[src/rtl/qs_pkg.sv]
package qs_pkg;
    localparam int QS_CS_W     = 4;
    localparam int QS_MIN_BITS = 8;

    typedef enum logic [2:0] {
        S_IDLE, S_FETCH, S_PRE, S_XFER, S_POST, S_HALT
    } qs_state_e;

    // bit 7 no_store, 6 use_bits, 5 post_en, 4 pre_en, 3:0 chip selects
    typedef struct packed {
        logic               no_store;
        logic               use_bits;
        logic               post_en;
        logic               pre_en;
        logic [QS_CS_W-1:0] cs;
    } qs_cmd_t;
endpackage

[src/rtl/qs_queue_ram.sv]
module qs_queue_ram #(
    parameter int DEPTH  = 16,
    parameter int CMD_W  = 8,
    parameter int DATA_W = 16,
    localparam int AW    = $clog2(DEPTH)
) (
    input  logic              clk,
    input  logic              rst_n,
    input  logic              sw_we,
    input  logic [AW-1:0]     sw_addr,
    input  logic [CMD_W-1:0]  sw_cmd,
    input  logic [DATA_W-1:0] sw_tx,
    input  logic [AW-1:0]     eng_addr,
    output logic [CMD_W-1:0]  eng_cmd,
    output logic [DATA_W-1:0] eng_tx,
    input  logic              eng_rx_we,
    input  logic [DATA_W-1:0] eng_rx,
    input  logic [AW-1:0]     sw_rx_addr,
    output logic [DATA_W-1:0] sw_rx
);
    logic [CMD_W-1:0]  cmd_d [DEPTH];
    logic [CMD_W-1:0]  cmd_q [DEPTH];
    logic [DATA_W-1:0] tx_d  [DEPTH];
    logic [DATA_W-1:0] tx_q  [DEPTH];
    logic [DATA_W-1:0] rx_d  [DEPTH];
    logic [DATA_W-1:0] rx_q  [DEPTH];

    always_comb begin
        cmd_d = cmd_q;
        tx_d  = tx_q;
        rx_d  = rx_q;
        if (sw_we) begin
            cmd_d[sw_addr] = sw_cmd;
            tx_d[sw_addr]  = sw_tx;
        end
        if (eng_rx_we) begin
            rx_d[eng_addr] = eng_rx;
        end
    end

    always_ff @(posedge clk or negedge rst_n) begin
        if (!rst_n) begin
            cmd_q <= '{default: '0};
            tx_q  <= '{default: '0};
            rx_q  <= '{default: '0};
        end else begin
            cmd_q <= cmd_d;
            tx_q  <= tx_d;
            rx_q  <= rx_d;
        end
    end

    assign eng_cmd = cmd_q[eng_addr];
    assign eng_tx  = tx_q[eng_addr];
    assign sw_rx   = rx_q[sw_rx_addr];
endmodule

[src/rtl/qs_timer.sv]
module qs_timer #(
    parameter int W = 8
) (
    input  logic         clk,
    input  logic         rst_n,
    input  logic         load,
    input  logic [W-1:0] load_val,
    output logic         zero
);
    logic [W-1:0] cnt_d, cnt_q;

    always_comb begin
        cnt_d = cnt_q;
        if (load) begin
            cnt_d = load_val;
        end else if (cnt_q != '0) begin
            cnt_d = cnt_q - 1'b1;
        end
    end

    always_ff @(posedge clk or negedge rst_n) begin
        if (!rst_n) cnt_q <= '0;
        else        cnt_q <= cnt_d;
    end

    assign zero = (cnt_q == '0);
endmodule

[src/rtl/qs_shifter.sv]
module qs_shifter #(
    parameter int DATA_W = 16,
    parameter int DIV_W  = 8,
    localparam int CNT_W = $clog2(DATA_W + 1),
    localparam int ECW   = CNT_W + 1
) (
    input  logic              clk,
    input  logic              rst_n,
    input  logic              start,
    input  logic [DATA_W-1:0] tx_word,
    input  logic [CNT_W-1:0]  nbits,
    input  logic [DIV_W-1:0]  div,
    input  logic              cpol,
    input  logic              cpha,
    input  logic              miso,
    output logic              sck,
    output logic              mosi,
    output logic              done,
    output logic              active,
    output logic [DATA_W-1:0] rx_word
);
    typedef struct packed {
        logic              active;
        logic              done;
        logic              sck;
        logic [DIV_W-1:0]  div_cnt;
        logic [ECW-1:0]    edge_cnt;
        logic [DATA_W-1:0] tx_sh;
        logic [DATA_W-1:0] rx_sh;
    } sh_state_t;

    sh_state_t      d, q;
    logic           lead;
    logic [CNT_W-1:0] lsh;
    logic [ECW-1:0] last_edge;

    always_comb begin
        d         = q;
        d.done    = 1'b0;
        lead      = ~q.edge_cnt[0];
        lsh       = CNT_W'(DATA_W) - nbits;
        last_edge = {nbits, 1'b0} - ECW'(1);
        if (!q.active) begin
            if (start) begin
                d.active   = 1'b1;
                d.sck      = cpol;
                d.div_cnt  = '0;
                d.edge_cnt = '0;
                d.tx_sh    = tx_word << lsh;
                d.rx_sh    = '0;
            end
        end else if (q.div_cnt == div) begin
            d.div_cnt = '0;
            d.sck     = ~q.sck;
            if (lead ^ cpha) begin
                d.rx_sh = {q.rx_sh[DATA_W-2:0], miso};
            end else if (q.edge_cnt != '0) begin
                d.tx_sh = {q.tx_sh[DATA_W-2:0], 1'b0};
            end
            d.edge_cnt = q.edge_cnt + ECW'(1);
            if (q.edge_cnt == last_edge) begin
                d.active = 1'b0;
                d.done   = 1'b1;
            end
        end else begin
            d.div_cnt = q.div_cnt + 1'b1;
        end
    end

    always_ff @(posedge clk or negedge rst_n) begin
        if (!rst_n) q <= '0;
        else        q <= d;
    end

    assign sck     = q.active ? q.sck : cpol;
    assign mosi    = q.tx_sh[DATA_W-1];
    assign done    = q.done;
    assign active  = q.active;
    assign rx_word = q.rx_sh;


    edge_bound_chk: assert property (@(posedge clk) disable iff (!rst_n)
        q.active |-> (q.edge_cnt < ECW'(2 * DATA_W)));


    edge_total_chk: assert property (@(posedge clk) disable iff (!rst_n)
        q.done |-> (q.edge_cnt == {nbits, 1'b0}));
endmodule

[src/rtl/qspi_seq_master.sv]
module qspi_seq_master
    import qs_pkg::*;
#(
    parameter int DEPTH  = 16,
    parameter int DATA_W = 16,
    parameter int DIV_W  = 8,
    parameter int DLY_W  = 8,
    localparam int AW    = $clog2(DEPTH),
    localparam int CNT_W = $clog2(DATA_W + 1),
    localparam int BCF_W = $clog2(DATA_W),
    localparam int CMD_W = $bits(qs_cmd_t)
) (
    input  logic              clk,
    input  logic              rst_n,
    input  logic              enable,
    input  logic [AW-1:0]     start_ptr,
    input  logic [AW-1:0]     end_ptr,
    input  logic              wrap_en,
    input  logic [AW-1:0]     wrap_ptr,
    input  logic              halt_req,
    input  logic              done_irq_en,
    input  logic              halt_irq_en,
    input  logic              done_clr,
    input  logic [DIV_W-1:0]  baud_div,
    input  logic              cpol,
    input  logic              cpha,
    input  logic [BCF_W-1:0]  bits_cfg,
    input  logic [DLY_W-1:0]  pre_dly,
    input  logic [DLY_W-1:0]  post_dly,
    input  logic              loopback,
    input  logic              q_we,
    input  logic [AW-1:0]     q_addr,
    input  logic [CMD_W-1:0]  q_cmd,
    input  logic [DATA_W-1:0] q_tx,
    input  logic [AW-1:0]     rx_addr,
    output logic [DATA_W-1:0] rx_data,
    output logic              sck,
    output logic              mosi,
    input  logic              miso,
    output logic [QS_CS_W-1:0] cs_n,
    output logic              busy,
    output logic              halted,
    output logic              done_flag,
    output logic              irq,
    output logic [AW-1:0]     cur_ptr
);
    typedef struct packed {
        qs_state_e          state;
        logic [AW-1:0]      ptr;
        logic [QS_CS_W-1:0] cs;
        logic               post_en;
        logic               no_store;
        logic [DATA_W-1:0]  tx;
        logic [CNT_W-1:0]   nbits;
        logic               done;
        logic               en_prev;
    } seq_state_t;

    seq_state_t         d, q;
    logic [CMD_W-1:0]   ram_cmd_raw;
    qs_cmd_t            ram_cmd;
    logic [DATA_W-1:0]  ram_tx;
    logic [CNT_W-1:0]   nb_res;
    logic               sh_start, sh_done, sh_active, sh_mosi, miso_i;
    logic [DATA_W-1:0]  sh_rx;
    logic               tmr_load, tmr_zero, rx_we, fin;
    logic [DLY_W-1:0]   tmr_val;

    qs_queue_ram #(.DEPTH(DEPTH), .CMD_W(CMD_W), .DATA_W(DATA_W)) i_ram (
        .clk(clk), .rst_n(rst_n),
        .sw_we(q_we), .sw_addr(q_addr), .sw_cmd(q_cmd), .sw_tx(q_tx),
        .eng_addr(q.ptr), .eng_cmd(ram_cmd_raw), .eng_tx(ram_tx),
        .eng_rx_we(rx_we), .eng_rx(sh_rx),
        .sw_rx_addr(rx_addr), .sw_rx(rx_data)
    );

    qs_timer #(.W(DLY_W)) i_tmr (
        .clk(clk), .rst_n(rst_n), .load(tmr_load), .load_val(tmr_val), .zero(tmr_zero)
    );

    assign miso_i = loopback ? sh_mosi : miso;

    qs_shifter #(.DATA_W(DATA_W), .DIV_W(DIV_W)) i_shift (
        .clk(clk), .rst_n(rst_n), .start(sh_start), .tx_word(q.tx), .nbits(q.nbits),
        .div(baud_div), .cpol(cpol), .cpha(cpha), .miso(miso_i),
        .sck(sck), .mosi(sh_mosi), .done(sh_done), .active(sh_active), .rx_word(sh_rx)
    );

    assign ram_cmd = qs_cmd_t'(ram_cmd_raw);

    // bit-count resolution
    always_comb begin
        if (!ram_cmd.use_bits)                    nb_res = CNT_W'(QS_MIN_BITS);
        else if (bits_cfg == '0)                  nb_res = CNT_W'(DATA_W);
        else if (bits_cfg < BCF_W'(QS_MIN_BITS))  nb_res = CNT_W'(QS_MIN_BITS);
        else                                      nb_res = CNT_W'(bits_cfg);
    end

    always_comb begin
        d         = q;
        d.en_prev = enable;
        sh_start  = 1'b0;
        tmr_load  = 1'b0;
        tmr_val   = '0;
        rx_we     = 1'b0;
        fin       = 1'b0;
        if (done_clr) d.done = 1'b0;
        unique case (q.state)
            S_IDLE: begin
                if (enable && !q.en_prev) begin
                    d.ptr   = start_ptr;
                    d.state = S_FETCH;
                end
            end
            S_FETCH: begin
                d.cs       = ram_cmd.cs;
                d.post_en  = ram_cmd.post_en;
                d.no_store = ram_cmd.no_store;
                d.tx       = ram_tx;
                d.nbits    = nb_res;
                tmr_load   = 1'b1;
                tmr_val    = ram_cmd.pre_en ? pre_dly : '0;
                d.state    = S_PRE;
            end
            S_PRE: begin
                if (tmr_zero) begin
                    sh_start = 1'b1;
                    d.state  = S_XFER;
                end
            end
            S_XFER: begin
                if (sh_done) begin
                    rx_we    = !q.no_store;
                    d.cs     = '0;
                    tmr_load = 1'b1;
                    tmr_val  = q.post_en ? post_dly : '0;
                    d.state  = S_POST;
                end
            end
            S_POST: begin
                if (tmr_zero) begin
                    if (q.ptr == end_ptr) begin
                        d.done = 1'b1;
                        if (wrap_en) d.ptr = wrap_ptr;
                        else         fin   = 1'b1;
                    end else begin
                        d.ptr = q.ptr + 1'b1;
                    end
                    if (fin || !enable) d.state = S_IDLE;
                    else if (halt_req)  d.state = S_HALT;
                    else                d.state = S_FETCH;
                end
            end
            S_HALT: begin
                if (!enable)       d.state = S_IDLE;
                else if (!halt_req) d.state = S_FETCH;
            end
            default: d.state = S_IDLE;
        endcase
    end

    always_ff @(posedge clk or negedge rst_n) begin
        if (!rst_n) begin
            q       <= '0;
            q.state <= S_IDLE;
        end else begin
            q <= d;
        end
    end

    assign mosi      = sh_mosi;
    assign cs_n      = ~q.cs;
    assign busy      = (q.state != S_IDLE);
    assign halted    = (q.state == S_HALT);
    assign done_flag = q.done;
    assign irq       = (q.done && done_irq_en) || (halted && halt_irq_en);
    assign cur_ptr   = q.ptr;


    cs_idle_chk: assert property (@(posedge clk) disable iff (!rst_n)
        !busy |-> (&cs_n));


    sck_idle_chk: assert property (@(posedge clk) disable iff (!rst_n)
        !busy |-> (sck == cpol));


    halt_quiet_chk: assert property (@(posedge clk) disable iff (!rst_n)
        halted |-> ((&cs_n) && !sh_active));


    ptr_step_chk: assert property (@(posedge clk) disable iff (!rst_n)
        (busy && $past(busy) && (q.ptr != $past(q.ptr)))
            |-> ((q.ptr == AW'($past(q.ptr) + 1'b1)) || (q.ptr == wrap_ptr)));


    done_at_end_chk: assert property (@(posedge clk) disable iff (!rst_n)
        $rose(q.done) |-> ($past(q.ptr) == end_ptr));
endmodule

[config.mk]
export PLATFORM = sky130hd
export DESIGN_NAME = qspi_seq_master
export DESIGN_NICKNAME = d
export VERILOG_FILES = /design/src/rtl/qs_pkg.sv /design/src/rtl/qs_queue_ram.sv /design/src/rtl/qs_timer.sv /design/src/rtl/qs_shifter.sv /design/src/rtl/qspi_seq_master.sv
export SDC_FILE = /design/constraint.sdc
export NUM_CORES = 1
export LEC_CHECK = 0
export BUFFER_PORTS_ARGS = -buffer_cell sky130_fd_sc_hd__buf_2
export CAP_MARGIN = 20
export CORE_MARGIN = 4
export CORE_UTILIZATION = 40
export DETAILED_ROUTE_END_ITERATION = 16
export SYNTH_ARGS = -nofsm -noshare
export SYNTH_HDL_FRONTEND = slang
export SYNTH_SLANG_ARGS = --single-unit
[constraint.sdc]
create_clock -name clk -period 2.7 [get_ports clk]
set_input_delay 0.27 -clock clk [delete_from_list [all_inputs] [get_ports clk]]
set_output_delay 0.27 -clock clk [all_outputs]
set_load 0.01 [all_outputs]
==> metrics.yaml, run 1 <==
route:
  final_antenna_net_count: 0
  vias_per_cell: 5.59
  wl_um: 86100
  first_pass_iters: 5
  via_count: 19900
  drt-initial-drc-count: 1199
  drc: 0
  wl_per_cell_um: 24.2
place:
  io_buffers: 114
  place_area_um2: 36400
  gp_congestion: 0.823
  hpwl_um: 54500
  place_ws_ns: 0.307
  dp_cells: 3390
grt:
  grt_first_pass_wirelength_um: 135000
  grt_usage_pct: 19.4
  grt_max_degree: 120
  grt_pass1_vias: 21600
  antenna_found_initial: 8
  grt-ovfl-total: 0
power_and_ir_drop:
  p_total_mw: 31.0
  power_frac_comb_pct: 19.6
  ir_drop_uv: 412
  p_sw_mw: 8.28
  power_switching_share_pct: 26.7
  p_leak_nw: 17.5
  p_int_mw: 22.7
  power_frac_seq_pct: 44.6
  p_per_area_nw_per_um2: 786
  clockPowerShare_pct: 35.9
clock_tree:
  cts_resized: 0
  clkTransAtPathRegs_ns: 0.06
  cts_max_level: 3
  cts_made_buffers: 82
  cts_tree: "yes"
  clk_latency_ns: 0.62
  cts_sinks: 733
  cts_hold_buf: 24
  cts-root-buf: "clkbuf_16"
  clockBufferDepth: 3
  cts_setup_buffers: 0
floorplanning:
  die_area_um2: 89800
  die_h_um: 300
  start_util_pct: 40.5
  core_area_um2: 84000
  row_count: 106
  ios: 115
  die_w_um: 300
worst_setup_path:
  cp_max_fo: 2
  critPathLaunch: "i_ram.rx_q[5]$_DFFE_PN0P_"
  r2r_slack_ns: 0.31
  crit_chain: "mux4_2 > mux4_2 > buf_2"
  crit_required_ns: 2.43
  reg2reg_to: "i_shift.rx_word[4]$_DFFE_PN0P_"
  endpoint: "rx_data[5]"
  worstReg2RegStart: "i_tmr.cnt_q[1]$_DFFE_PN0P_"
  path_depth: 3
  critPathMostFrequentCell: "mux4_2"
  slowest_stage: "mux4_2"
  crit_arrival_ns: 2.20
  crit_path_max_incr_delay_ns: 0.54
  critPathLaunchType: "flop"
  crit_path_end_kind: "primary output"
  worst-r2r-cell-count: 7
  criticalPathCategory: "flop to primary output"
  crit_buf_inv: 1
  critPathTopFamily: "multiplexers"
finish:
  final_area_um2: 39400
  layout-drive-gt1-share_pct: 49.7
  fin_util_pct: 46.9
  nets: 2459
  multi_input_area_um2: 15000
  fillers: 7242
  instances_no_fill: 3560
  seq_area_um2: 18400
  area_delta_synth_final_pct: 15.7
sta:
  finalHoldViolCount: 0
  timing.hold.ws_ns: 0.0425
  fin_ws_ns: 0.231
  setup_viol: 0
  finalCriticalPeriod_ns: 2.47
  clock_skew_ns: 0.0335
  maxSlewViolCount: 0
  slew_headroom_pct: 38.8
  rsz0062_at_grt: "no"
  fin_crit_sh_pct: 91.4
  fmax_ghz: 0.405
  worst_pin_slew_ns: 0.918
  fin_tns_setup_ns: 0
synthesis:
  synth_edf_count: 0
  synth_most_common_cell: "dfrtp_1"
  syn_nets: 2317
  synth_common_cells: "dfrtp_1, mux2_2, mux4_2"
  syn-cell-area_um2: 34000
  syn_avg_cell_area_um2: 15.3
  ys_types: 70
  synthTopCellsByArea: "dfrtp_1, mux2_2, mux4_2"
  async_flop_share_pct: 100
  yosys_most_used_dff: "dfrtp_1"
  ys_ff_latch: 733
  netlist_instances: 2222
  yosysWarnings: 0
  synth_top_area_share_pct: 53.9
  synth_seq_area_share_pct: 53.9
  yosys.area.top_type: "dfrtp_1"
worst_hold_path:
  hp-class: "primary input to flop"
outcome:
  status: "completed"
run:
  timing.max_cap.violations: 0
## cell type report
class / instances / share of cell area (%)
tap: 1134 / 3.60
antenna: 3 / 0.0191
timing repair buffer: 235 / 4.77
clock inverter: 25 / 0.836
multi-input combinational: 1293 / 38.0
inverter: 19 / 0.181
sequential: 733 / 46.6
clock buffer: 118 / 6.01
## power groups by stage
stage	clock network, mW	logic (mW)	registers (mW)
after global placement	0	5.94	13.9
after global routing	11.9	6.60	14.0
after detailed placement	0	6.09	14.0
final	11.1	6.06	13.8
after CTS	11.4	6.13	13.8
after floorplan	0	4.70	13.5
## cell usage in the layout (no fill, tap or decap), types with 26 or more instances in the layout
master     synthesis  final
buf_4              7     72
nand2_1          113    113
clkbuf_16          0     83
buf_12             0     26
mux2_1            39     39
buf_2             42    112
dfrtp_1          733    729
mux4_2           208    208
mux2_2           616    616
## kinds of logic after synthesis
logic type,share of synthesized area [%]
compound gates,2.81
xor+xnor,0.772
fa+ha+maj,0.368
buf+inv,2.46
flops,53.9
mux,36.1
simple gates,3.56
## worst register-to-register path: stages, from the launching register on
cell	delay, ns
dfrtp_1	0.39
inv_1	0.10
ha_1	0.16
or3b_2	0.53
nor2_8	0.19
a21oi_4	0.15
o31a_4	0.48
a22o_1	0.27
## how the worst min path moves through the flow
| stage | startpoint | end | slack (ns) | cells past startpoint |
|---|---|---|---|---|
| 6_report | start_ptr[1] | cur_ptr[1]$_DFFE_PN0P_ | 0.04 | 4 |
| 3_5_place_dp | rst_n | i_ram.tx_q[145]$_DFFE_PN0P_ | 0.25 | 1 |
| 3_3_place_gp | rst_n | i_ram.tx_q[145]$_DFFE_PN0P_ | 0.24 | 1 |
| 2_1_floorplan | rst_n | cur_ptr[0]$_DFFE_PN0P_ | -0.03 | 0 |
| 4_1_cts | start_ptr[1] | cur_ptr[1]$_DFFE_PN0P_ | 0.01 | 4 |
| 5_1_grt | start_ptr[0] | cur_ptr[0]$_DFFE_PN0P_ | 0.05 | 4 |
## sequential cells by signal (all words and copies together) (netlist names)
signal	count
i_ram.tx_q	256
cur_ptr	4
i_ram.rx_q	256
i_shift.active	1
done_flag	1
i_tmr.cnt_q	8
i_shift.q	30
q	31
i_shift.done	1
i_ram.cmd_q	128
i_shift.rx_word	16
i_shift.mosi	1
## metal layers
metal / global-route usage (%) / vias to the layer above / part of all wire, %
met2: 31.6 / 442 / 48
met5: 0 / - / 0.026
met3: 3.82 / 141 / 5.1
met1: 27.2 / 10700 / 45
li1: - / 8560 / -
met4: 4.65 / 4 / 2.1
Power figures use the tool's default switching activity.
==> inputs of run 2 (changes only) <==
--- a/config.mk
+++ b/config.mk
@@ -7,2 +7,3 @@
 export LEC_CHECK = 0
+export ABC_AREA = 0
 export BUFFER_PORTS_ARGS = -buffer_cell sky130_fd_sc_hd__buf_2
==> constraint.sdc (replaced) <==
create_clock -name clk -period 2.7 [get_ports clk]
set_input_delay 0.405 -clock clk [delete_from_list [all_inputs] [get_ports clk]]
set_output_delay 0.405 -clock clk [all_outputs]
set_load 0.01 [all_outputs]
==> run 2 against run 1 <==
Effect of this change: sequential share of layout area down 0.26 points; first-iteration DRC count up 0.17%; total power up 1.8%; die area unchanged; largest cell class unchanged.
==> metrics.yaml, run 2 (synthesis gave the netlist of run 1 again) <==
outcome:
  status: "completed"
worst_setup_path:
  cp_max_fo: 2
  critPathMostFrequentCell: "mux4_2"
  critPathLaunchType: "flop"
  crit_required_ns: 2.30
  slowest_stage: "mux4_2"
  criticalPathCategory: "flop to primary output"
  crit_path_end_kind: "primary output"
  worstReg2RegStart: "i_tmr.cnt_q[0]$_DFFE_PN0P_"
  reg2reg_to: "i_shift.rx_word[11]$_DFFE_PN0P_"
  crit_path_max_incr_delay_ns: 0.54
  critPathLaunch: "i_ram.rx_q[7]$_DFFE_PN0P_"
  endpoint: "rx_data[7]"
  crit_chain: "mux4_2 > mux4_2 > buf_2"
  r2r_slack_ns: 0.30
  worst-r2r-cell-count: 7
  crit_arrival_ns: 2.19
power_and_ir_drop:
  ir_drop_uv: 482
  power_switching_share_pct: 26.9
  power_frac_comb_pct: 19.7
  p_int_mw: 23.0
  clockPowerShare_pct: 36.6
  p_leak_nw: 17.6
  p_sw_mw: 8.48
  power_frac_seq_pct: 43.7
  p_per_area_nw_per_um2: 796
grt:
  antenna_found_initial: 8
  grt-ovfl-total: 0
  grt_max_degree: 97
  grt_first_pass_wirelength_um: 135000
  grt_usage_pct: 19.5
  grt_pass1_vias: 21900
sta:
  maxSlewViolCount: 0
  fin_tns_setup_ns: 0
  fin_crit_sh_pct: 96.0
  finalCriticalPeriod_ns: 2.59
  setup_viol: 0
  slew_headroom_pct: 36.9
  clock_skew_ns: 0.0395
  fmax_ghz: 0.386
  worst_pin_slew_ns: 0.946
  rsz0062_at_grt: "no"
  finalHoldViolCount: 0
clock_tree:
  cts_resized: 0
  cts_hold_buf: 14
  cts_sinks: 733
  clockBufferDepth: 3
  cts_tree: "yes"
  clkTransAtPathRegs_ns: 0.06
  cts_made_buffers: 85
  clk_latency_ns: 0.65
  cts_max_level: 3
  cts-root-buf: "clkbuf_16"
  cts_setup_buffers: 0
floorplanning:
  ios: 115
  die_w_um: 300
  core_area_um2: 84000
  die_area_um2: 89800
  row_count: 106
  die_h_um: 300
  start_util_pct: 40.5
worst_hold_path:
  hp-class: "primary input to flop"
  min-delay-start: "post_dly[4]"
route:
  first_pass_iters: 5
  final_antenna_net_count: 0
  via_count: 20000
  wl_um: 85900
  drc: 0
  drt-initial-drc-count: 1201
  wl_per_cell_um: 24.1
  vias_per_cell: 5.60
finish:
  final_cell_mix: "dfrtp_1, mux2_2, mux4_2"
  final_common_cell: "dfrtp_1"
  area_delta_synth_final_pct: 16.4
  layout-drive-gt1-share_pct: 50.5
  top_regs: "i_ram.rx_q x256, i_ram.tx_q x256, i_ram.cmd_q x128"
  final_area_um2: 39600
  nets: 2463
place:
  place_area_um2: 36600
  gp_congestion: 0.818
  hpwl_um: 54400
  io_buffers: 114
run:
  timing.max_cap.violations: 0
-- run 2: worst min-delay path by stage --
stage | cells after the start | end | slack, ns
2_1_floorplan | 0 | cur_ptr[0]$_DFFE_PN0P_ | 0.11
3_3_place_gp | 1 | i_ram.tx_q[17]$_DFFE_PN0P_ | 0.40
3_5_place_dp | 1 | i_ram.tx_q[1]$_DFFE_PN0P_ | 0.40
4_1_cts | 2 | i_tmr.cnt_q[4]$_DFFE_PN0P_ | 0.002
5_1_grt | 2 | i_tmr.cnt_q[4]$_DFFE_PN0P_ | 0.01
6_report | 2 | i_tmr.cnt_q[4]$_DFFE_PN0P_ | 0.03
-- run 2: area by class of cell --
cell class	count	area, um^2
sequential	733	18400
fill	7209	44300
antenna	4	10.0
inverter	19	71.3
timing repair buffer	236	1960
multi-input combinational	1293	15000
clock inverter	35	419
tap	1134	1420
clock buffer	117	2420
-- run 2: through the flow --
step	total power, mW	util, %	hold slack, ns	setup slack (ns)	cells
after CTS	31.9	47.2	0.00192	0.0586	3567
after detailed placement	20.2	43.6	0.402	0.156	3401
after global placement	19.9	43.6	0.398	0.177	3401
final	31.5	47.2	0.0331	0.107	3571
after floorplan	18.2	-	0.109	-0.0426	2222
after global routing	33.1	47.2	0.0125	0.0407	3567
-- run 2: metal layers --
layer / vias to the layer above / wire length (um) / part of all wire, % / GRT usage (%)
met5: - / 34 / 0.040 / 0
met4: 4 / 1570 / 1.8 / 4.40
met3: 129 / 4900 / 5.7 / 4.12
met2: 442 / 41000 / 48 / 31.6
met1: 10800 / 38400 / 45 / 27.1
li1: 8598 / - / - / -
-- run 2: power by group through the flow --
stage	clock, mW	sequential [mW]	combinational [mW]
floorplan	0	13.5	4.70
global placement	0	13.8	6.10
detailed placement	0	14.0	6.26
CTS	11.8	13.8	6.30
global route	12.3	14.0	6.77
finish	11.5	13.8	6.21
-- run 2: critical path, delay by kind of cell (launching register included) --
kind / cells / cell delay [ns]
mux: 2 / 1.00
flops: 1 / 0.38
buf+inv: 1 / 0.17
